`config.mk`:
```
export PLATFORM = sky130hd
export DESIGN_NAME = pcit_target
export DESIGN_NICKNAME = d
export VERILOG_FILES = /design/src/rtl/pcit_pkg.sv /design/src/rtl/pcit_decode.sv /design/src/rtl/pcit_addr_ctr.sv /design/src/rtl/pcit_fsm.sv /design/src/rtl/pcit_target.sv
export SDC_FILE = /design/constraint.sdc
export NUM_CORES = 1
export LEC_CHECK = 0
export BUFFER_PORTS_ARGS = -buffer_cell sky130_fd_sc_hd__buf_2
export CAP_MARGIN = 40
export CORE_ASPECT_RATIO = 1.25
export CORE_MARGIN = 3
export CORE_UTILIZATION = 39
export CTS_CLUSTER_DIAMETER = 80
export DETAILED_ROUTE_END_ITERATION = 16
export GPL_ROUTABILITY_DRIVEN = 0
export GPL_TIMING_DRIVEN = 0
export MAX_ROUTING_LAYER = met4
export PLACE_DENSITY = 0.87
export RECOVER_POWER = 25
export SLEW_MARGIN = 10
export SYNTH_ARGS = -nofsm -noshare
export SYNTH_HDL_FRONTEND = slang
export SYNTH_SLANG_ARGS = --single-unit
```
`constraint.sdc`:
```
create_clock -name clk -period 3.4 [get_ports clk]
set_input_delay 0.34 -clock clk [delete_from_list [all_inputs] [get_ports clk]]
set_output_delay 0.34 -clock clk [all_outputs]
set_load 0.03 [all_outputs]
```
`src/rtl/pcit_pkg.sv`:
```
package pcit_pkg;

    // Bus command encodings carried on C/BE# during the address phase
    localparam logic [3:0] CMD_MEM_RD       = 4'b0110;
    localparam logic [3:0] CMD_MEM_WR       = 4'b0111;
    localparam logic [3:0] CMD_MEM_RD_MULTI = 4'b1100;
    localparam logic [3:0] CMD_MEM_RD_LINE  = 4'b1110;
    localparam logic [3:0] CMD_MEM_WR_INV   = 4'b1111;

    typedef enum logic [2:0] {
        ST_IDLE,
        ST_DECODE,
        ST_DATA,
        ST_BACKOFF,
        ST_TURNOFF,
        ST_IGNORE
    } tgt_state_e;

    typedef struct packed {
        logic claim;
        logic write;
        logic nonlin;
    } decode_t;

    // Maps a command plus window hit onto the reduced transaction set
    function automatic decode_t classify(input logic [3:0] cmd,
                                         input logic       hit,
                                         input logic [1:0] order);
        decode_t d;
        d.write  = 1'b0;
        d.claim  = 1'b0;
        d.nonlin = (order != 2'b00);
        case (cmd)
            CMD_MEM_RD, CMD_MEM_RD_MULTI, CMD_MEM_RD_LINE: d.claim = hit;
            CMD_MEM_WR, CMD_MEM_WR_INV: begin
                d.claim = hit;
                d.write = 1'b1;
            end
            default: d.claim = 1'b0;
        endcase
        return d;
    endfunction

endpackage

```
`src/rtl/pcit_decode.sv`:
```
module pcit_decode #(
    parameter int WIN_BITS = 12
) (
    input  logic [3:0]          cmd_n,
    input  logic [31:WIN_BITS]  addr_hi,
    input  logic [31:WIN_BITS]  base_hi,
    input  logic [1:0]          order,
    output pcit_pkg::decode_t   dec
);
    logic hit;

    always_comb begin
        hit = (addr_hi == base_hi);
        dec = pcit_pkg::classify(cmd_n, hit, order);
    end
endmodule

```
`src/rtl/pcit_addr_ctr.sv`:
```
module pcit_addr_ctr #(
    parameter int WIN_BITS = 12,
    localparam int LW = WIN_BITS - 2
) (
    input  logic          clk,
    input  logic          rst,
    input  logic          load,
    input  logic [LW-1:0] load_val,
    input  logic          adv,
    output logic [LW-1:0] word_addr
);
    always_ff @(posedge clk) begin
        if (rst)
            word_addr <= '0;
        else if (load)
            word_addr <= load_val;
        else if (adv)
            word_addr <= word_addr + 1'b1;
    end


    addr_step_chk: assert property (@(posedge clk) disable iff (rst)
        (adv && !load) |=> (word_addr == $past(word_addr) + 1'b1));
endmodule

```
`src/rtl/pcit_fsm.sv`:
```
module pcit_fsm (
    input  logic                   clk,
    input  logic                   rst,
    input  logic                   frame_n,
    input  logic                   irdy_n,
    input  pcit_pkg::decode_t      dec,
    output pcit_pkg::tgt_state_e   state,
    output pcit_pkg::decode_t      dec_q,
    output logic                   dp_done,
    output logic                   load
);
    import pcit_pkg::*;

    always_comb begin
        load    = (state == ST_IDLE) && !frame_n && dec.claim;
        dp_done = (state == ST_DATA) && !irdy_n;
    end

    always_ff @(posedge clk) begin
        if (rst) begin
            state <= ST_IDLE;
            dec_q <= '0;
        end else begin
            case (state)
                ST_IDLE: if (!frame_n) begin
                    state <= dec.claim ? ST_DECODE : ST_IGNORE;
                    dec_q <= dec;
                end
                ST_DECODE: state <= ST_DATA;
                ST_DATA: if (dp_done) begin
                    if (frame_n)
                        state <= ST_TURNOFF;
                    else if (dec_q.nonlin)
                        state <= ST_BACKOFF;
                end
                ST_BACKOFF: if (frame_n) state <= ST_TURNOFF;
                ST_TURNOFF: state <= ST_IDLE;
                ST_IGNORE:  if (frame_n && irdy_n) state <= ST_IDLE;
                default:    state <= ST_IDLE;
            endcase
        end
    end


    single_word_chk: assert property (@(posedge clk) disable iff (rst)
        (dp_done && dec_q.nonlin) |=> (state != ST_DATA));
endmodule

```
`src/rtl/pcit_target.sv`:
```
module pcit_target #(
    parameter int WIN_BITS = 12,
    localparam int LW = WIN_BITS - 2
) (
    input  logic                 clk,
    input  logic                 rst,
    input  logic [31:WIN_BITS]   bar_base,
    input  logic                 frame_n,
    input  logic                 irdy_n,
    input  logic [3:0]           cbe_n,
    input  logic [31:0]          ad_in,
    output logic [31:0]          ad_out,
    output logic                 ad_oe,
    output logic                 devsel_n_out,
    output logic                 trdy_n_out,
    output logic                 stop_n_out,
    output logic                 ctl_oe,
    output logic [LW-1:0]        loc_addr,
    output logic [31:0]          loc_wdata,
    output logic [3:0]           loc_be,
    output logic                 loc_wr,
    output logic                 loc_rd,
    input  logic [31:0]          loc_rdata
);
    import pcit_pkg::*;

    decode_t    dec;
    decode_t    dec_q;
    tgt_state_e state;
    logic       dp_done;
    logic       load;

    pcit_decode #(.WIN_BITS(WIN_BITS)) u_decode (
        .cmd_n   (cbe_n),
        .addr_hi (ad_in[31:WIN_BITS]),
        .base_hi (bar_base),
        .order   (ad_in[1:0]),
        .dec     (dec)
    );

    pcit_fsm u_fsm (
        .clk     (clk),
        .rst     (rst),
        .frame_n (frame_n),
        .irdy_n  (irdy_n),
        .dec     (dec),
        .state   (state),
        .dec_q   (dec_q),
        .dp_done (dp_done),
        .load    (load)
    );

    pcit_addr_ctr #(.WIN_BITS(WIN_BITS)) u_addr (
        .clk       (clk),
        .rst       (rst),
        .load      (load),
        .load_val  (ad_in[WIN_BITS-1:2]),
        .adv       (dp_done),
        .word_addr (loc_addr)
    );

    always_comb begin
        ctl_oe       = (state == ST_DATA) || (state == ST_BACKOFF) || (state == ST_TURNOFF);
        devsel_n_out = !((state == ST_DATA) || (state == ST_BACKOFF));
        trdy_n_out   = (state != ST_DATA);
        stop_n_out   = !(((state == ST_DATA) && dec_q.nonlin) || (state == ST_BACKOFF));
        ad_oe        = (state == ST_DATA) && !dec_q.write;
        ad_out       = loc_rdata;
        loc_wdata    = ad_in;
        loc_be       = ~cbe_n;
        loc_wr       = dp_done && dec_q.write;
        loc_rd       = dp_done && !dec_q.write;
    end


    trdy_devsel_chk: assert property (@(posedge clk) disable iff (rst)
        (ctl_oe && !trdy_n_out) |-> !devsel_n_out);


    devsel_medium_chk: assert property (@(posedge clk) disable iff (rst)
        $fell(devsel_n_out) |-> ($past(frame_n, 2) == 1'b0));


    unclaimed_quiet_chk: assert property (@(posedge clk) disable iff (rst)
        ((state == ST_IDLE) && !frame_n && !dec.claim) |=> !ctl_oe);


    release_chk: assert property (@(posedge clk) disable iff (rst)
        (ctl_oe && devsel_n_out) |=> !ctl_oe);


    turnaround_chk: assert property (@(posedge clk) disable iff (rst)
        $past(load) |-> !ad_oe);
endmodule

```
# Word level (Yosys, flattened, before mapping)
# Index checks and enable logic that the tools add are counted.
# Widths: inputs -> output; s select.
# totals
register_bits	15
latchBits	0
ramBits	0
mem_bits_ro	0
input_bits	92
out_inout_bits	85
wordCells	59
mem_count	0
# classes
addsub	1
multipliers	0
div_mod_pow	0
n_lt_le_gt_ge	0
n_eq_ne	17
n_shift	0
mux	12
n_bitwise	2
n_reduce_logical	23
# ops
op	n
$mux 3	7
$eq 20x20->1	1
$mux 10	2
$pmux 3 s5	1
$eq 4x4->1 const B	3
$add 10x1->10 const B	1
$eq 4x3->1 const B	2
$logic_and 1x1->1	8
$eq 3x2->1 const B	2
$eq 3x3->1 const B	2
$ne 2x2->1 const B	3
$ne 3x2->1 const B	2
$logic_not 1->1	5
$reduce_and 5->1	1
$reduce_or 5->1	1
$not 4->4	1
$reduce_bool 2->1	2
$eq 3x1->1 const B	1
$logic_not 3->1	1
$logic_or 1x1->1	3
$mux 1	2
$ne 2x1->1 const B	1
$reduce_and 2->1	1
$reduce_or 2->1	1
$not 1->1	1

# Depth between registers and ports, before layout
# Gate-level depths: netlist of run 1.
# depth
depth_word	6
mapped_depth	7

# By module
# Synthesis of run 1 repeated with hierarchy kept, for this count alone.
# hier_totals
hier_cells	215
area_unflattened_um2	1717.9
# by_module_without_submodules
mod	instances	cells_each	area_per_inst_um2	seq_area_each_um2
pcit_addr_ctr	1	68	563.0	200.2
pcit_target	1	76	551.8	0.0
pcit_fsm	1	40	346.6	120.1
pcit_decode	1	31	256.5	0.0

# Worst setup path before layout of run 1
# OpenSTA, ideal clock, no wires.
# synth_timing
path_kind	reg2out
startpoint	register u_fsm.state[2]
endpoint	output port loc_rd
arrival_time_ns	1.688
t_required_ns	3.060
setup_slack_ns	1.372
path_stages_with_launch	5
n_path_buf	1
path_cell_list	dfxtp_1 -> buf_6 -> nand2b_4 -> nand2b_1 -> nor3_1
# synth_between
elab_chain_len	3
# synth_rtl
item	line_no	source
start, declared	pcit_fsm.sv:7	output pcit_pkg::tgt_state_e state,
start signal, assigned	pcit_fsm.sv:26	state <= dec.claim ? ST_DECODE : ST_IGNORE;
$eq 3x2->1	pcit_fsm.sv:16	dp_done = (state == ST_DATA) && !irdy_n;
$logic_and 1x1->1	pcit_fsm.sv:16	
$logic_and 1x1->1	pcit_target.sv:72	loc_rd = dp_done && !dec_q.write;
end, declared	pcit_target.sv:22	output logic loc_rd,
# No other way between the ends.

# Worst setup path after layout of run 1
# layout_timing
startpoint	register u_fsm.state[2]
endpoint	output port loc_wr
# layout_between
elab_chain_len	3
# layout_rtl
item	line_no	source
$eq 3x2->1	pcit_fsm.sv:16	
$logic_and 1x1->1	pcit_fsm.sv:16	
$logic_and 1x1->1	pcit_target.sv:71	loc_wr = dp_done && dec_q.write;
end, declared	pcit_target.sv:21	output logic loc_wr,
# No other way between the ends.

==> impl_metrics.yaml, run 1 <==
outcome:
  outcome: "finished, final reports clean"
place:
  place_ws_ps: 1436
  dpl_cell_area_um2: 2517
  dp_cells: 421
  hpwl_um: 4540
  port-buffer-count: 142
clock_tree:
  numCtsBuffers: 3
  cts_tree: "built"
  htree_levels: 1
  cts_buffer_depth: 2
  hold_buffers: 0
  clk_pin_slew_ps: 60
  clk_latency_ps: 240
  clkSinkCount: 15
  post_cts_buffers: 0
  cts-resized-gates: 0
  cts-root-buf: "clkbuf_8"
synth:
  synthTopCellsByCount: "65 x buf_4, 21 x nor2_1, 17 x xnor2_1"
  avgSynthCellArea_um2: 7.788
  synth.most_common_cell: "buf_4"
  syn_nets: 316
  synth_top_family_by_area: "buffers and inverters"
  ys.flop_type: "dfxtp_1"
  muxShareOfSynthArea_pct: 0
  synth_xor_area_share_pct: 13.62
  synth_fa_ha_area_share_pct: 0.7205
  synth_area_leaders: "buf_4 28%, dfxtp_1 17%, xnor2_1 8.6%"
  synth-simple-area-share_pct: 24.28
  synth.distinct_cells: 44
  synth_top_area_share_pct: 28.10
  synth-edff-count: 0
  synth_area_um2: 1737
  syn_inst: 223
  ys_ff_latch: 15
  synth-async-reset-ratio_pct: 0
  ys_warn_count: 0
  ys_seq_area_share_pct: 17.29
  synth-compound-area-share_pct: 12.18
  yosys.area.top_type: "buf_4"
route:
  vias_per_cell: 4.659
  drc_errors: 0
  ant_nets: 0
  routed_wl_um: 5079
  firstDrtPassIters: 4
  drtIter0Drc: 89
  routedWlPerCell_um: 11.95
  vias: 1980
setup_path:
  required_ps: 3060
  end_kind: "primary output"
  arrival_ps: 1510
  cp_cell_sequence: "buf_6, nand2b_4, nor3_4, and2_1, buf_2"
  path_max_fanout: 10
  worst-setup-path-type: "reg2out"
  crit_path_start_kind: "flop"
  slowest_delay_ps: 310
  cpLargestDelayFamily: "simple AND/OR/NAND/NOR gates"
  crit_slowest_cell: "dfxtp_1"
  cp_num_buf_inv: 2
floorplanning:
  core-area_um2: 4197
  ios: 177
  num_rows: 26
  die-area_um2: 5295
  die_h_um: 80.61
  start_util_pct: 41.38
  dieWidth_um: 65.69
timing:
  rsz0062_at_grt: "no"
  hold_viol: 0
  holdWs_ps: 389.1
  slew_violations: 0
  fin_ws_ps: 1545
  setup_viol: 0
  worst_pin_slew_ps: 520.4
  period_minus_slack_ps: 1855
  maxSlewHeadroom_pct: 65.31
  timing.final.crit_share_pct: 54.56
  fmax_ghz: 0.5391
  finClkSkew_ps: 1.667
  final.setup.tns_ps: 0
layout:
  final_core_util_pct: 60.32
  fin_cells: 425
  drive_gt1_share_pct: 53.39
  antenna_cells: 0
  fin_area_um2: 2531
  area_delta_synth_final_pct: 45.75
  nets: 463
global_routing:
  track_usage_pct: 17.99
  grt_max_degree: 11
  met1_usage_pct: 18.72
  grt_pass1_wl_um: 7493
  grt_pass1_vias: 1810
  grtUsageMet2_pct: 35.31
  antenna_found_initial: 0
  overflow: 0
  grt_util_met3_pct: 2.238
  top_usage_layer: "met2"
pwr:
  powerDensity_nw_per_um2: 274.4
  p_leak_nw: 1.281
  ir_worst_vdd_v: 0.0001628
  finalPower_mw: 0.6944
run:
  cap_violations: 0
min_path:
  hp-class: "in2reg"
## kinds of logic after synthesis
kind of cell,after synthesis
AOI/OAI and AO/OA,29
xor gates and xnor gates,27
adders and majority gates,1
buffers and inverters,80
DFF,15
and+or+nand+nor,71
## worst reg2reg max path, cell delays in order (launching register included)
cell and delay (ps):
dfxtp_1 290, buf_2 180, nor4_4 410, nand4_2 320
buf_2 300, nor2_1 130, a211oi_2 60
## placed cells by master (no fill, tap or decap), types with 2 or more instances in the layout
| master | instances |
|---|---|
| buf_4 | 65 |
| a21oi_1 | 7 |
| o21bai_1 | 2 |
| nand4_1 | 8 |
| inv_1 | 8 |
| o2111ai_1 | 2 |
| nand2_1 | 7 |
| a211oi_2 | 2 |
| nand3_1 | 8 |
| buf_2 | 119 |
| a211oi_1 | 7 |
| xor2_1 | 10 |
| clkbuf_1 | 29 |
| xnor2_1 | 17 |
| nor2_1 | 21 |
| dfxtp_1 | 15 |
| clkbuf_8 | 3 |
| a31oi_1 | 2 |
| and4_1 | 2 |
| nand2b_1 | 6 |
| nor3_1 | 5 |
## worst paths after layout
path | start | end | slack [ps] | cells after the start
worst max-delay path | u_fsm.state[2] | loc_wr | 1550 | 5
worst min-delay path | ad_in[6] | u_addr.word_addr[4] | 390 | 3
worst max register to register | u_fsm.state[0] | u_addr.word_addr[7] | 1560 | 6
worst min register to register | u_addr.word_addr[9] | u_addr.word_addr[9] | 520 | 2
## sequential cells by signal (all words and copies together), names as in the netlist
signal,flops
u_addr.word_addr,10
u_fsm.state,3
u_fsm.dec_q,2
## per-layer routing
layer | wire length [um] | vias up
met3 | 493 | 6
met4 | 31 | 0
met2 | 2819 | 108
met5 | 0 | -
met1 | 1734 | 876
li1 | - | 990
## layout make-up
class	instances	area [um2]
well taps	56	70.07
repair buffers	142	679.4
inverters	9	33.78
plain buffers	71	520.5
flip-flops and latches	15	300.3
clock buffers	4	45.04
multi-input cells	128	882.1
fillers	387	1665
## power breakdown
group,total (mW),leakage (nW),internal (mW),switching [mW]
Combinational,0.364,1.14,0.150,0.213
Clock,0.142,0.0228,0.0829,0.0596
Sequential,0.188,0.122,0.183,0.00474
(Power assumes the default switching activity.)
==> run 2, diff against run 1 <==
--- a/config.mk
+++ b/config.mk
@@ -9,13 +9,13 @@
 export CAP_MARGIN = 40
 export CORE_ASPECT_RATIO = 1.25
 export CORE_MARGIN = 3
-export CORE_UTILIZATION = 39
+export CORE_UTILIZATION = 33
 export CTS_CLUSTER_DIAMETER = 80
 export DETAILED_ROUTE_END_ITERATION = 16
 export GPL_ROUTABILITY_DRIVEN = 0
 export GPL_TIMING_DRIVEN = 0
 export MAX_ROUTING_LAYER = met4
-export PLACE_DENSITY = 0.87
+export PLACE_DENSITY = 0.79
 export RECOVER_POWER = 25
 export SLEW_MARGIN = 10
 export SYNTH_ARGS = -nofsm -noshare
==> constraint.sdc (replaced) <==
create_clock -name clk -period 1.6 [get_ports clk]
set_input_delay 0.16 -clock clk [delete_from_list [all_inputs] [get_ports clk]]
set_output_delay 0.16 -clock clk [all_outputs]
set_load 0.03 [all_outputs]
==> impl_metrics.yaml, run 2 (synthesis results as in run 1) <==
outcome:
  outcome: "finished, final reports clean"
clock_tree:
  hold_buffers: 0
  clkSinkCount: 15
  clk_pin_slew_ps: 70
  cts-root-buf: "clkbuf_8"
  numCtsBuffers: 3
  clk_latency_ps: 250
  cts_buffer_depth: 2
  cts_tree: "built"
  htree_levels: 1
setup_path:
  crit_slowest_cell: "or3b_1"
  end_kind: "flop"
  worst-setup-path-type: "reg2reg"
  rrSetupSlack_ps: 40
  crit_path_start_kind: "flop"
  arrival_ps: 1710
  r2r_start: "u_fsm.state[0]"
  slowest_delay_ps: 420
  required_ps: 1750
  cp_cell_sequence: "buf_6, nor4_4, nand4_4, or3b_1, o311ai_2"
  timing.rr.end: "u_addr.word_addr[8]"
  reg2reg_depth: 5
  path_max_fanout: 9
layout:
  layout_commonest_cell: "buf_2"
  antenna_cells: 0
  drive_gt1_share_pct: 57.63
  largest_reg_flops: 10
  final_cell_mix: "118 x buf_2, 77 x buf_4, 27 x clkbuf_1"
  area_delta_synth_final_pct: 54.25
  largestRegisters: "u_addr.word_addr (10), u_fsm.state (3), u_fsm.dec_q (2)"
  top_register: "u_addr.word_addr"
  nets: 474
route:
  vias: 1989
  vias_per_cell: 4.520
  ant_nets: 0
  drc_errors: 0
  firstDrtPassIters: 4
  dr_wl_met2_um: 2928
  met3_length_um: 539
  drt-met1-wl_um: 1960
  routedWlPerCell_um: 12.43
  top_layer: "met4"
  drtIter0Drc: 55
  routed_wl_um: 5470
min_path:
  holdPathEnd: "u_addr.word_addr[2]"
  holdPathStages: 3
  hp-class: "in2reg"
  min_from: "ad_in[4]"
global_routing:
  grt_max_degree: 11
  overflow: 0
  grt_pass1_vias: 1928
  track_usage_pct: 16.83
  grt_pass1_wl_um: 8362
  antenna_found_initial: 0
timing:
  final.setup.tns_ps: 0
  slew_violations: 0
  setup_viol: 0
  fmax_ghz: 0.6407
  worst_pin_slew_ps: 518.5
  finClkSkew_ps: 5.740
  maxSlewHeadroom_pct: 65.43
  hold_viol: 0
  period_minus_slack_ps: 1561
  fin_ws_ps: 39.21
  rsz0062_at_grt: "yes"
  holdWs_ps: 206.7
  timing.final.crit_share_pct: 97.55
pwr:
  powerDensity_nw_per_um2: 574.4
  ir_worst_vdd_v: 0.0002711
  p_leak_nw: 1.360
floorplanning:
  start_util_pct: 35.41
  dieWidth_um: 70.89
  die-area_um2: 6174
  num_rows: 28
  core-area_um2: 4905
  ios: 177
  die_h_um: 87.11
run:
  cap_violations: 0
place:
  hpwl_um: 4608
  port-buffer-count: 142
  place_ws_ps: -219.8
[run 2: cell types whose count changed in the layout (fill, tap and decap cells not counted), sizes merged]
cell    delta
buf       +12
clkbuf     -2
clkinv     +1
[run 2: final cells by class]
type                       instances  area [um2]
inverter                           9       33.78
sequential                        15       304.0
multi-input combinational        128       927.1
tap                               60       75.07
fill                             475        2226
buffer                            70       521.8
timing repair buffer             154       770.7
clock inverter                     1       5.005
clock buffer                       3       41.29
[run 2: routing by layer]
layer,GRT usage [%],up-vias
li1,-,1011
met1,17.85,856
met2,32.41,116
met3,3.233,6
met4,2.906,0
met5,-,-
[run 2: worst max-delay path, delay by kind of cell (launching register included)]
family                 cells  cell delay [ps]
AND/OR/NAND/NOR            3              950
flip-flops                 1              310
buffers and inverters      1              140
AO/OA/AOI/OAI              1               70
[run 2: power breakdown]
part,internal (mW),switching (mW)
registers,0.392,0.0189
clock network,0.172,0.140
logic,0.354,0.462
[run 2: stage by stage]
step / power (mW) / area [um2] / instances / util (%)
after floorplan: 0.9666 / 1744 / 223 / -
after global placement: 1.186 / 2530 / 425 / 51.58
after detailed placement: 1.195 / 2530 / 425 / 51.58
after CTS: 1.532 / 2639 / 435 / 53.80
after global routing: 1.629 / 2679 / 440 / 54.62
final: 1.539 / 2679 / 440 / 54.62
[run 2: repair_timing]
action / 4_1_cts / 5_1_grt
pin swaps: 5 / 6
endpoints found under the setup margin: 13 / 12
setup buffers: 7 / 5
resized for setup: 5 / 10
hold endpoints to repair: 0 / 0
[run 2: worst max path at each step]
stage	depth (start not counted)	startpoint	end	slack [ps]
6_report	5	u_fsm.state[0]	u_addr.word_addr[8]	40
5_1_grt	7	bar_base[20]	u_fsm.state[2]	-20
4_1_cts	6	u_fsm.state[2]	u_addr.word_addr[5]	-4
3_5_place_dp	6	u_fsm.state[0]	u_addr.word_addr[7]	-220
3_3_place_gp	6	u_fsm.state[0]	u_addr.word_addr[7]	-210
2_1_floorplan	7	u_fsm.state[2]	u_addr.word_addr[5]	-50
==> run 3, diff against run 2 <==
==> constraint.sdc (replaced) <==
create_clock -name clk -period 1.6 [get_ports clk]
set_input_delay 0 -clock clk [delete_from_list [all_inputs] [get_ports clk]]
set_output_delay 0 -clock clk [all_outputs]
set_load 0.03 [all_outputs]
==> impl_metrics.yaml, run 3 (synthesis results as in run 1) <==
layout:
  largest_reg_flops: 10
  fin_area_um2: 2633
  nets: 471
  largestRegisters: "u_addr.word_addr (10), u_fsm.state (3), u_fsm.dec_q (2)"
  final_cell_mix: "118 x buf_2, 73 x buf_4, 28 x clkbuf_1"
  top_register: "u_addr.word_addr"
  final_core_util_pct: 53.67
  layout_commonest_cell: "buf_2"
  area_delta_synth_final_pct: 51.58
  drive_gt1_share_pct: 55.70
  antenna_cells: 0
setup_path:
  critical_path_depth: 5
  crit_slowest_cell: "or3b_1"
  required_ps: 1760
  r2r_start: "u_fsm.state[1]"
  arrival_ps: 1700
  path_max_fanout: 10
  rrSetupSlack_ps: 60
  cp_num_buf_inv: 1
  timing.rr.end: "u_addr.word_addr[8]"
  crit_path_start_kind: "flop"
  end_kind: "flop"
  worst-setup-path-type: "reg2reg"
  reg2reg_depth: 5
  cpLargestDelayFamily: "simple AND/OR/NAND/NOR gates"
  cp_cell_sequence: "buf_6, nor4_4, nand4_4, or3b_1, o311ai_1"
  slowest_delay_ps: 400
min_path:
  hp-class: "in2reg"
  holdPathEnd: "u_addr.word_addr[2]"
  min_from: "ad_in[4]"
  holdPathStages: 3
timing:
  period_minus_slack_ps: 1538
  fin_ws_ps: 62.29
  finClkSkew_ps: 1.269
  slew_violations: 0
  hold_viol: 0
  worst_pin_slew_ps: 506.6
  setup_viol: 0
  timing.final.crit_share_pct: 96.11
  holdWs_ps: 31.53
  maxSlewHeadroom_pct: 66.23
  fmax_ghz: 0.6503
route:
  routedWlPerCell_um: 12.23
  ant_nets: 0
  drc_errors: 0
  firstDrtPassIters: 4
  vias_per_cell: 4.661
  routed_wl_um: 5343
  drtIter0Drc: 83
  vias: 2037
clock_tree:
  clk_pin_slew_ps: 60
  hold_buffers: 0
  clkSinkCount: 15
  htree_levels: 1
  clk_latency_ps: 250
  numCtsBuffers: 3
  cts_tree: "built"
  cts-root-buf: "clkbuf_8"
  cts_buffer_depth: 2
global_routing:
  grt_max_degree: 11
  overflow: 0
  grt_pass1_wl_um: 8093
  antenna_found_initial: 0
  track_usage_pct: 16.20
  grt_pass1_vias: 1958
place:
  place_ws_ps: -277.6
  dpl_cell_area_um2: 2527
  hpwl_um: 4616
  port-buffer-count: 142
floorplanning:
  num_rows: 28
  ios: 177
  die-area_um2: 6174
  dieWidth_um: 70.89
  start_util_pct: 35.41
  core-area_um2: 4905
  die_h_um: 87.11
outcome:
  outcome: "finished, final reports clean"
pwr:
  powerDensity_nw_per_um2: 583.5
  p_leak_nw: 1.342
  ir_worst_vdd_v: 0.0002258
run:
  cap_violations: 0
-- run 3: layer usage --
layer	up-vias	wire, um	GRT usage [%]
met5	-	0	-
met1	917	1880	17.39
li1	1002	-	-
met2	111	2915	31.22
met4	0	80	5.128
met3	7	466	1.155
-- run 3: power by group --
part / leakage [nW] / internal [mW] / switching, mW
logic: 1.20 / 0.349 / 0.466
clock network: 0.0228 / 0.177 / 0.142
registers: 0.122 / 0.390 / 0.0118
total: 1.34 / 0.916 / 0.620
-- run 3: stage by stage --
step | power (mW) | TNS [ps] | instances
global route | 1.615 | -0.3617 | 437
floorplan | 0.9658 | -50.96 | 223
finish | 1.536 | 0 | 437
global placement | 1.187 | -2367 | 425
CTS | 1.528 | 0 | 434
detailed placement | 1.199 | -2476 | 425
-- run 3: area by class of cell --
class / instances / area, um2
fillers: 478 / 2272
multi-input cells: 128 / 903.4
repair buffers: 150 / 740.7
plain buffers: 71 / 533.0
flip-flops and latches: 15 / 301.5
well taps: 60 / 75.07
clock buffers: 4 / 45.04
inverters: 9 / 33.78
-- run 3: worst max-delay path by stage --
stage,startpoint,endpoint,slack [ps]
final,u_fsm.state[1],u_addr.word_addr[8],60
after global routing,u_fsm.state[1],u_addr.word_addr[8],-0.4
after CTS,u_fsm.state[2],u_addr.word_addr[3],10
after detailed placement,u_fsm.state[0],u_addr.word_addr[3],-280
after global placement,u_fsm.state[0],u_addr.word_addr[7],-270
after floorplan,u_fsm.state[2],u_addr.word_addr[5],-50
-- run 3: worst min-delay path, delay by kind of cell --
family	cells	cell delay (ps)
AO/OA/AOI/OAI	1	50
AND/OR/NAND/NOR	1	90
buffers and inverters	1	100
-- run 3: what timing repair did --
item	4_1_cts	5_1_grt
setup buffers	5	3
pin swaps	2	5
resized for setup	2	7
setup endpoints to repair	10	8
